## src/rtl/repl_pkg.sv

```systemverilog
package repl_pkg;
  typedef enum logic {
    POL_LRU  = 1'b0,
    POL_PLRU = 1'b1
  } repl_policy_e;
endpackage

```

## src/rtl/lru_rank_store.sv

```systemverilog
module lru_rank_store #(
  parameter int NUM_WAYS = 4,
  parameter int NUM_SETS = 16,
  localparam int WW = $clog2(NUM_WAYS),
  localparam int SW = $clog2(NUM_SETS)
) (
  input  logic          clk,
  input  logic          rst_n,
  input  logic          touch_en,
  input  logic [SW-1:0] touch_set,
  input  logic [WW-1:0] touch_way,
  input  logic [SW-1:0] query_set,
  output logic [WW-1:0] oldest_way
);
  logic [NUM_WAYS*WW-1:0] rank_q [NUM_SETS];
  logic [NUM_WAYS*WW-1:0] row_cur, row_nxt, row_qry;
  logic [WW-1:0]          hit_rank;

  // next-state for the touched row
  always_comb begin
    row_cur  = rank_q[touch_set];
    hit_rank = row_cur[touch_way*WW +: WW];
    row_nxt  = row_cur;
    for (int w = 0; w < NUM_WAYS; w++) begin
      if (WW'(w) == touch_way)
        row_nxt[w*WW +: WW] = '0;
      else if (row_cur[w*WW +: WW] < hit_rank)
        row_nxt[w*WW +: WW] = row_cur[w*WW +: WW] + 1'b1;
    end
  end

  always_ff @(posedge clk or negedge rst_n) begin
    if (!rst_n) begin
      for (int s = 0; s < NUM_SETS; s++)
        for (int w = 0; w < NUM_WAYS; w++)
          rank_q[s][w*WW +: WW] <= WW'(w);
    end else if (touch_en) begin
      rank_q[touch_set] <= row_nxt;
    end
  end

  always_comb begin
    row_qry    = rank_q[query_set];
    oldest_way = '0;
    for (int w = 0; w < NUM_WAYS; w++)
      if (row_qry[w*WW +: WW] == WW'(NUM_WAYS-1))
        oldest_way = WW'(w);
  end
endmodule

```

## src/rtl/plru_tree_store.sv

```systemverilog
module plru_tree_store #(
  parameter int NUM_WAYS = 4,
  parameter int NUM_SETS = 16,
  localparam int WW = $clog2(NUM_WAYS),
  localparam int SW = $clog2(NUM_SETS),
  localparam int NB = NUM_WAYS - 1
) (
  input  logic          clk,
  input  logic          rst_n,
  input  logic          touch_en,
  input  logic [SW-1:0] touch_set,
  input  logic [WW-1:0] touch_way,
  input  logic [SW-1:0] query_set,
  output logic [WW-1:0] pick_way
);
  logic [NB-1:0] tree_q [NUM_SETS];
  logic [NB-1:0] tree_nxt, tree_qry;
  logic [WW:0]   up_node, dn_node;
  logic          up_dir, dn_dir;

  // walk the touch path and point each node away
  always_comb begin
    tree_nxt = tree_q[touch_set];
    up_node  = (WW+1)'(1);
    for (int lvl = 0; lvl < WW; lvl++) begin
      up_dir                 = touch_way[WW-1-lvl];
      tree_nxt[up_node - 1'b1] = ~up_dir;
      up_node                = {up_node[WW-1:0], up_dir};
    end
  end

  always_ff @(posedge clk or negedge rst_n) begin
    if (!rst_n) begin
      for (int s = 0; s < NUM_SETS; s++)
        tree_q[s] <= '0;
    end else if (touch_en) begin
      tree_q[touch_set] <= tree_nxt;
    end
  end

  // follow the bits from the root
  always_comb begin
    tree_qry = tree_q[query_set];
    dn_node  = (WW+1)'(1);
    pick_way = '0;
    for (int lvl = 0; lvl < WW; lvl++) begin
      dn_dir   = tree_qry[dn_node - 1'b1];
      pick_way = {pick_way[WW-2:0], dn_dir};
      dn_node  = {dn_node[WW-1:0], dn_dir};
    end
  end
endmodule

```

## src/rtl/victim_select.sv

```systemverilog
module victim_select
  import repl_pkg::*;
#(
  parameter int NUM_WAYS = 4,
  localparam int WW = $clog2(NUM_WAYS)
) (
  input  repl_policy_e        policy,
  input  logic [NUM_WAYS-1:0] valid_vec,
  input  logic [WW-1:0]       lru_way,
  input  logic [WW-1:0]       plru_way,
  output logic [WW-1:0]       victim
);
  logic [WW-1:0] free_way;
  logic          any_free;

  always_comb begin
    free_way = '0;
    any_free = 1'b0;
    for (int w = NUM_WAYS-1; w >= 0; w--)
      if (!valid_vec[w]) begin
        free_way = WW'(w);
        any_free = 1'b1;
      end
  end

  always_comb begin
    if (any_free)                victim = free_way;
    else if (policy == POL_PLRU) victim = plru_way;
    else                         victim = lru_way;
  end
endmodule

```

## src/rtl/repl_unit.sv

```systemverilog
module repl_unit
  import repl_pkg::*;
#(
  parameter int NUM_WAYS = 4,
  parameter int NUM_SETS = 16,
  localparam int WW = $clog2(NUM_WAYS),
  localparam int SW = $clog2(NUM_SETS)
) (
  input  logic                clk,
  input  logic                rst_n,
  input  logic                policy_sel,
  input  logic                touch_valid,
  input  logic [SW-1:0]       touch_set,
  input  logic [WW-1:0]       touch_way,
  input  logic [SW-1:0]       query_set,
  input  logic [NUM_WAYS-1:0] query_valid,
  output logic [WW-1:0]       victim_way
);
  logic [WW-1:0] lru_pick, plru_pick;
  repl_policy_e  policy;

  assign policy = repl_policy_e'(policy_sel);

  lru_rank_store #(.NUM_WAYS(NUM_WAYS), .NUM_SETS(NUM_SETS)) u_lru (
    .clk(clk), .rst_n(rst_n), .touch_en(touch_valid),
    .touch_set(touch_set), .touch_way(touch_way),
    .query_set(query_set), .oldest_way(lru_pick)
  );

  plru_tree_store #(.NUM_WAYS(NUM_WAYS), .NUM_SETS(NUM_SETS)) u_plru (
    .clk(clk), .rst_n(rst_n), .touch_en(touch_valid),
    .touch_set(touch_set), .touch_way(touch_way),
    .query_set(query_set), .pick_way(plru_pick)
  );

  victim_select #(.NUM_WAYS(NUM_WAYS)) u_sel (
    .policy(policy), .valid_vec(query_valid),
    .lru_way(lru_pick), .plru_way(plru_pick), .victim(victim_way)
  );
endmodule

```

## config.mk

```make
export PLATFORM = sky130hd
export DESIGN_NAME = repl_unit
export DESIGN_NICKNAME = d
export VERILOG_FILES = /design/src/rtl/repl_pkg.sv /design/src/rtl/lru_rank_store.sv /design/src/rtl/plru_tree_store.sv /design/src/rtl/victim_select.sv /design/src/rtl/repl_unit.sv
export SDC_FILE = /design/constraint.sdc
export NUM_CORES = 1
export LEC_CHECK = 0
export BUFFER_PORTS_ARGS = -buffer_cell sky130_fd_sc_hd__buf_2
export CAP_MARGIN = 10
export CORE_ASPECT_RATIO = 1.75
export CORE_MARGIN = 2
export CORE_UTILIZATION = 45
export DETAILED_ROUTE_END_ITERATION = 10
export HOLD_SLACK_MARGIN = 0.02
export PLACE_DENSITY = 0.62
export SLEW_MARGIN = 30
export SYNTH_ARGS = -nofsm -noshare
export SYNTH_HDL_FRONTEND = slang
export SYNTH_HIERARCHICAL = 1
export SYNTH_SLANG_ARGS = --single-unit
```

## constraint.sdc

```tcl
create_clock -name clk -period 4.6 [get_ports clk]
set_input_delay 0.92 -clock clk [delete_from_list [all_inputs] [get_ports clk]]
set_output_delay 0.92 -clock clk [all_outputs]
set_load 0.01 [all_outputs]
```

* After elaboration in Yosys (flattened, before gate mapping)
Cells that the tools add are included.
Word-level totals: input bits 18, register bits after elaboration 176, output and inout bits 2
Operators by class: shift-type cells 1, bitwise gates (word level) 4, mux-type cells 44, reductions and logical operators 3, $lt $le $gt $ge 10, equality and inequality tests 6, add/subtract/negate cells 6
Operator list (number):
- $bwmux W128 | 1
- $bmux W8 S4 | 2
- $bwmux W48 | 1
- $mux W8 | 5
- $demux W8 S4 | 1
- $mux W2 | 16
- $bmux W3 S4 | 2
- $mux W3 | 5
- $demux W3 S4 | 1
- $ge A5 B5 Y1 const B | 2
- $not A4 Y5 | 2
- $add A2 B1 Y2 const B | 4
- $lt A2 B2 Y1 | 4
- $shiftx A8 B4 Y2 | 1
- $mux W1 | 7
- $eq A2 B2 Y1 const B | 3
- $lt A3 B3 Y1 const B | 2
- $sub A2 B1 Y3 const B | 2
- $lt A5 B1 Y1 const B | 1
- $eq A2 B2 Y1 const A | 2
- $bwmux W3 | 1
- $ge A3 B1 Y1 const B | 1
- $bmux W1 S2 | 1
- $demux W1 S2 | 1
- 4 further kinds | 6

* Logic depth before layout (Yosys ltp)
depth in word-level cells 10, depth in mapped cells 14

* Modules after synthesis
The synthesis kept the hierarchy.
Modules (own cells, without submodules):
- lru_rank_store | cells each 710, times used 1, area each 7488.4 sq um, seq. area each 3283.1 sq um
- plru_tree_store | cells each 224, times used 1, area each 2601.2 sq um, seq. area each 1201.2 sq um
- victim_select | cells each 7, times used 1, area each 48.8 sq um, seq. area each 0.0 sq um

* Worst setup path before layout
OpenSTA, ideal clock, no wires.
path kind input port to flip-flop, start input port touch_set[0], end register u_lru/rank_q[101] (netlist bit), setup slack 0.110 ns, stages on the path 11, data required time 4.541 ns, data arrival time 4.430 ns, buffers on the path 3, library setup time 0.059 ns, cell sequence buf_2 -> clkbuf_1 -> mux4_2 -> mux4_2 -> mux4_2 -> inv_1 -> ha_1 -> or4_4 -> a21oi_4 -> buf_4 -> mux2_2
Between the ends: cells in the longest elaborated chain, start to end 9, elaborated cells on any way between the ends 15, those cells by class 1 x add/sub; 3 x order compare; 1 x shift; 8 x mux; 1 x bitwise; 1 x reduce/logical
RTL lines:
- start, declared | line repl_unit.sv:13 | input logic [SW-1:0] touch_set,
- $not A4 Y5 (implied by the code) (*) | line lru_rank_store.sv:21, lru_rank_store.sv:38
- $bmux W8 S4 | line lru_rank_store.sv:21 | row_cur = rank_q[touch_set];
- $mux W8 (implied by the code) (2 in series) | line lru_rank_store.sv:21
- $shiftx A8 B4 Y2 | line lru_rank_store.sv:22 | hit_rank = row_cur[touch_way*WW +: WW];
- $lt A2 B2 Y1 | line lru_rank_store.sv:27 | else if (row_cur[w*WW +: WW] < hit_rank)
- $mux W2 | line lru_rank_store.sv:27
- $mux W2 | line lru_rank_store.sv:25 | if (WW'(w) == touch_way)
- $bwmux W128 (*) | line lru_rank_store.sv:38 | rank_q[touch_set] <= row_nxt;
- end signal, assigned by index | line lru_rank_store.sv:36 | rank_q[s][w*WW +: WW] <= WW'(w);
- end signal, assigned by index | line lru_rank_store.sv:38
- end, declared | line lru_rank_store.sv:15 | logic [NUM_WAYS*WW-1:0] rank_q [NUM_SETS];
Mark *: on every way between the ends. The rest lies on a longest branch, timed or not. The select of a mux whose other input is x is not followed. A chain may end at the register's enable or synchronous reset.

* Final worst setup path
start input port query_set[1], end output port victim_way[0]
Between the ends: elaborated cells on any way between the ends 18, those cells by class 1 x add/sub; 3 x eq/ne; 13 x mux; 1 x bitwise
RTL lines:
- start, declared | line repl_unit.sv:15 | input logic [SW-1:0] query_set,
- $not A4 Y5 (implied by the code) (*) | line plru_tree_store.sv:43 | tree_qry = tree_q[query_set];
- $bmux W3 S4 (*) | line plru_tree_store.sv:43
- $mux W3 (implied by the code) (*) (2 in series) | line plru_tree_store.sv:43
- $sub A2 B1 Y3 | line plru_tree_store.sv:47 | dn_dir = tree_qry[dn_node - 1'b1];
- $bmux W1 S2 (*) | line plru_tree_store.sv:47
- $mux W1 (implied by the code) (*) | line plru_tree_store.sv:47
- via plru_pick[0] | line repl_unit.sv:19 | logic [WW-1:0] lru_pick, plru_pick;
- $mux W2 (*) | line victim_select.sv:28 | else if (policy == POL_PLRU) victim = plru_way;
- $mux W2 (*) | line victim_select.sv:27 | if (any_free) victim = free_way;
- end, declared | line repl_unit.sv:17 | output logic [WW-1:0] victim_way
Mark *: on every way through the listed nets, which the timed path passes. The rest lies on a longest branch. The select of a mux whose other input is x is not followed.

==> flow_summary_export.csv <==
group,metric,value,unit
clocking,clk_latency,0.44,ns
yosys,synthSimpleGateAreaFrac,0.127,
outcome,status,"completed",
clocking,cts_resized,0,
timing,post-route-period-util,0.946,
clocking,h-tree-depth,4,
floorplanning,rows,72,
timing,setup_viol,0,
grt,overflow,0,
timing,fin_skew,0.00710,ns
clocking,cts_setup_buffers,0,
yosys,ys_seq_area_frac,0.442,
grt,grt_pass1_wl,47300,µm
flow_run,drv_cap,0,
yosys,synthAdderAreaFrac,0.00494,
yosys,synth_area_leader_cell,"dfrtp_1",
place,post-place-ws,0.0260,ns
drt,vias,7908,
yosys,postSynthCellCount,941,
place,gp_congestion,0.858,
place,dp_hpwl,21200,µm
timing,fin_crit,4.35,ns
yosys,syn-cell-area,10100,µm²
clocking,numCtsBuffers,17,
worst_hold_path,hold_class,"in -> async",
timing,max_slew_margin,0.294,
finish,antenna_cells,0,
worst_setup_path,cp-end-kind,"output port",
grt,antenna_found_initial,0,
drt,first_iter_violations,497,
timing,setup_ws,0.250,ns
yosys,ys_top_cells_by_area,"dfrtp_1, dfstp_2, mux4_2",
yosys,netlist.area_leader.share,0.276,
pwr,power_leakage,4.69,nW
timing,fin_setup_tns,0,ns
worst_setup_path,critPathLaunchType,"input port",
drt,drt_pass1_iterations,7,
yosys,synth_top_family_by_area,"multiplexers",
floorplanning,dieHeight,203,µm
floorplanning,die-width,117,µm
finish,area_growth,9.49,%
worst_setup_path,crit_start,"query_set[1]",
pwr,vdd_drop_max,377,µV
yosys,ys_async_sr_fraction,1.00,
yosys,synth_ff_type,"dfrtp_1",
yosys,synth_edf_count,0,
yosys,yosys-mux-area-fraction,0.219,
yosys,synth.avg_cell_area,10.8,µm²
floorplanning,ios,20,
worst_setup_path,worstPathArrival,3.43,ns
finish,finalNetCount,953,
grt,grt_pass1_vias,8219,
yosys,synth_seq_cells,176,
clocking,cts-root-buf,"clkbuf_16",
floorplanning,core-area,22200,µm²
pwr,finalPower,4.64,mW
drt,antenna_left,0,
floorplanning,die_area,23800,µm²
pwr,power_density,418,nW/µm²
finish,final_area,11100,µm²
worst_setup_path,required,3.68,ns
clocking,cts_tree,"built",
timing,rsz0062_at_grt,"false",
finish,drive_gt1_frac,0.242,
timing,worstMarginPinSlew,1.06,ns
worst_setup_path,critPathKind,"in -> out",
drt,drc,0,
clocking,cts_hold_buf,0,
clocking,cts.path.max_buffers,2,
worst_setup_path,r2r_start,"u_lru/rank_q[91]",
yosys,synth_nets,963,
grt,grtUsageTotal,0.263,
yosys,ys_types,53,
yosys,ys_warn_count,6,
timing,finalMaxSlewViolations,0,
floorplanning,initial_core_util,0.457,
clocking,clkTransAtPathRegs,0.06,ns
drt,drt-vias-per-instance,6.38,
yosys,synth_xor_area_frac,0.00247,
grt,grt_max_degree,70,
yosys,synth_compound_area_frac,0.164,
drt,wl_per_cell,24.5,µm
place,dpl-instance-area,10500,µm²
timing,timing.fmax,230,MHz
worst_setup_path,cp_max_fo,6,
timing,hold_viol_final,0,
clocking,clock-sinks,176,
drt,drt_wl_total,30400,µm
place,port_buffers,19,
## synthesized netlist by cell type, drive strengths merged (4+ instances only)
master  count
buf        23
mux4       49
a21oi       4
nor2b      11
mux2       36
dfstp      64
ha          4
nor2       43
nand3      41
nand2     152
o211ai     29
a22oi      27
clkbuf     59
dfrtp     112
mux2i      65
o21ai      56
and2        8
nand4      17
o31ai      98
inv         5
## cell usage in the layout, fill, tap and decap left out, types with 10 or more instances in the layout
cell       netlist  final
o21ai_0         39     39
nand3_1         41     41
o31ai_1         98     98
nand2_1        152    152
mux4_1          16     16
a22oi_1         25     25
dfstp_2         64     64
o211ai_1        29     29
nand4_1         17     17
buf_4           10     33
nor2b_1         11     10
mux2_2          36     36
buf_2            7     17
mux2i_1         64     64
nor2_1          43     43
clkbuf_16        0     17
o21ai_1         17     17
mux4_2          33     33
dfrtp_1        112    112
## per-stage QoR
step                hold slack, ns   util  std cells
global placement             0.456  0.473       1207
detailed placement           0.463  0.474       1208
CTS                          0.394  0.501       1240
finish                       0.392  0.501       1240
global route                 0.421  0.501       1240
floorplan                    0.442      -        941
## logic make-up (layout without fill, tap and decap cells)
kind of cell | after synthesis | in the layout
xor+xnor | 2 | 2
simple gates | 289 | 289
flops | 176 | 176
mux | 150 | 150
compound gates | 233 | 233
fa+ha+maj | 4 | 4
buf+inv | 87 | 90
## power breakdown
group	internal [mW]	switching, mW
clock network	0.842	0.609
registers	1.93	0.249
logic	0.448	0.566
## metal layers
metal	GRT usage	vias up	routed length, µm
met5	0	-	0
met4	0.169	0	1950
met3	0.0354	93	1300
met2	0.482	275	16400
met1	0.283	3989	10700
li1	-	3551	-
## state kept, by name (all words and copies together), names as in the netlist
signal and flops:
u_lru/rank_q 128, u_plru/tree_q 48
## worst paths after layout
kind	to	slack, ns	cells past startpoint
max	victim_way[0]	0.25	8
min in group clk	u_plru/tree_q[12]	0.48	2
min	u_plru/tree_q[1]	0.39	1
max in group asynchronous	u_lru/rank_q[39]	3.09	3
max reg2reg	u_lru/rank_q[61]	0.98	8
min reg2reg	u_plru/tree_q[12]	0.48	2
## area by class of cell
type | instances | area (µm²)
Sequential cell | 176 | 4480
Clock inverter | 9 | 108
Timing Repair Buffer | 53 | 392
Multi-Input combinational cell | 678 | 5250
Fill cell | 2107 | 11100
Tap cell | 296 | 370
Inverter | 5 | 18.8
Clock buffer | 23 | 478
## worst max-delay path, cell delays in order
cell,delay [ns]
buf_2,0.19
mux4_1,0.59
mux2i_2,0.33
mux2_2,0.42
mux4_1,0.52
mux2i_1,0.19
a311oi_1,0.11
buf_2,0.15
Note: power is estimated with default switching activity, not from simulation.
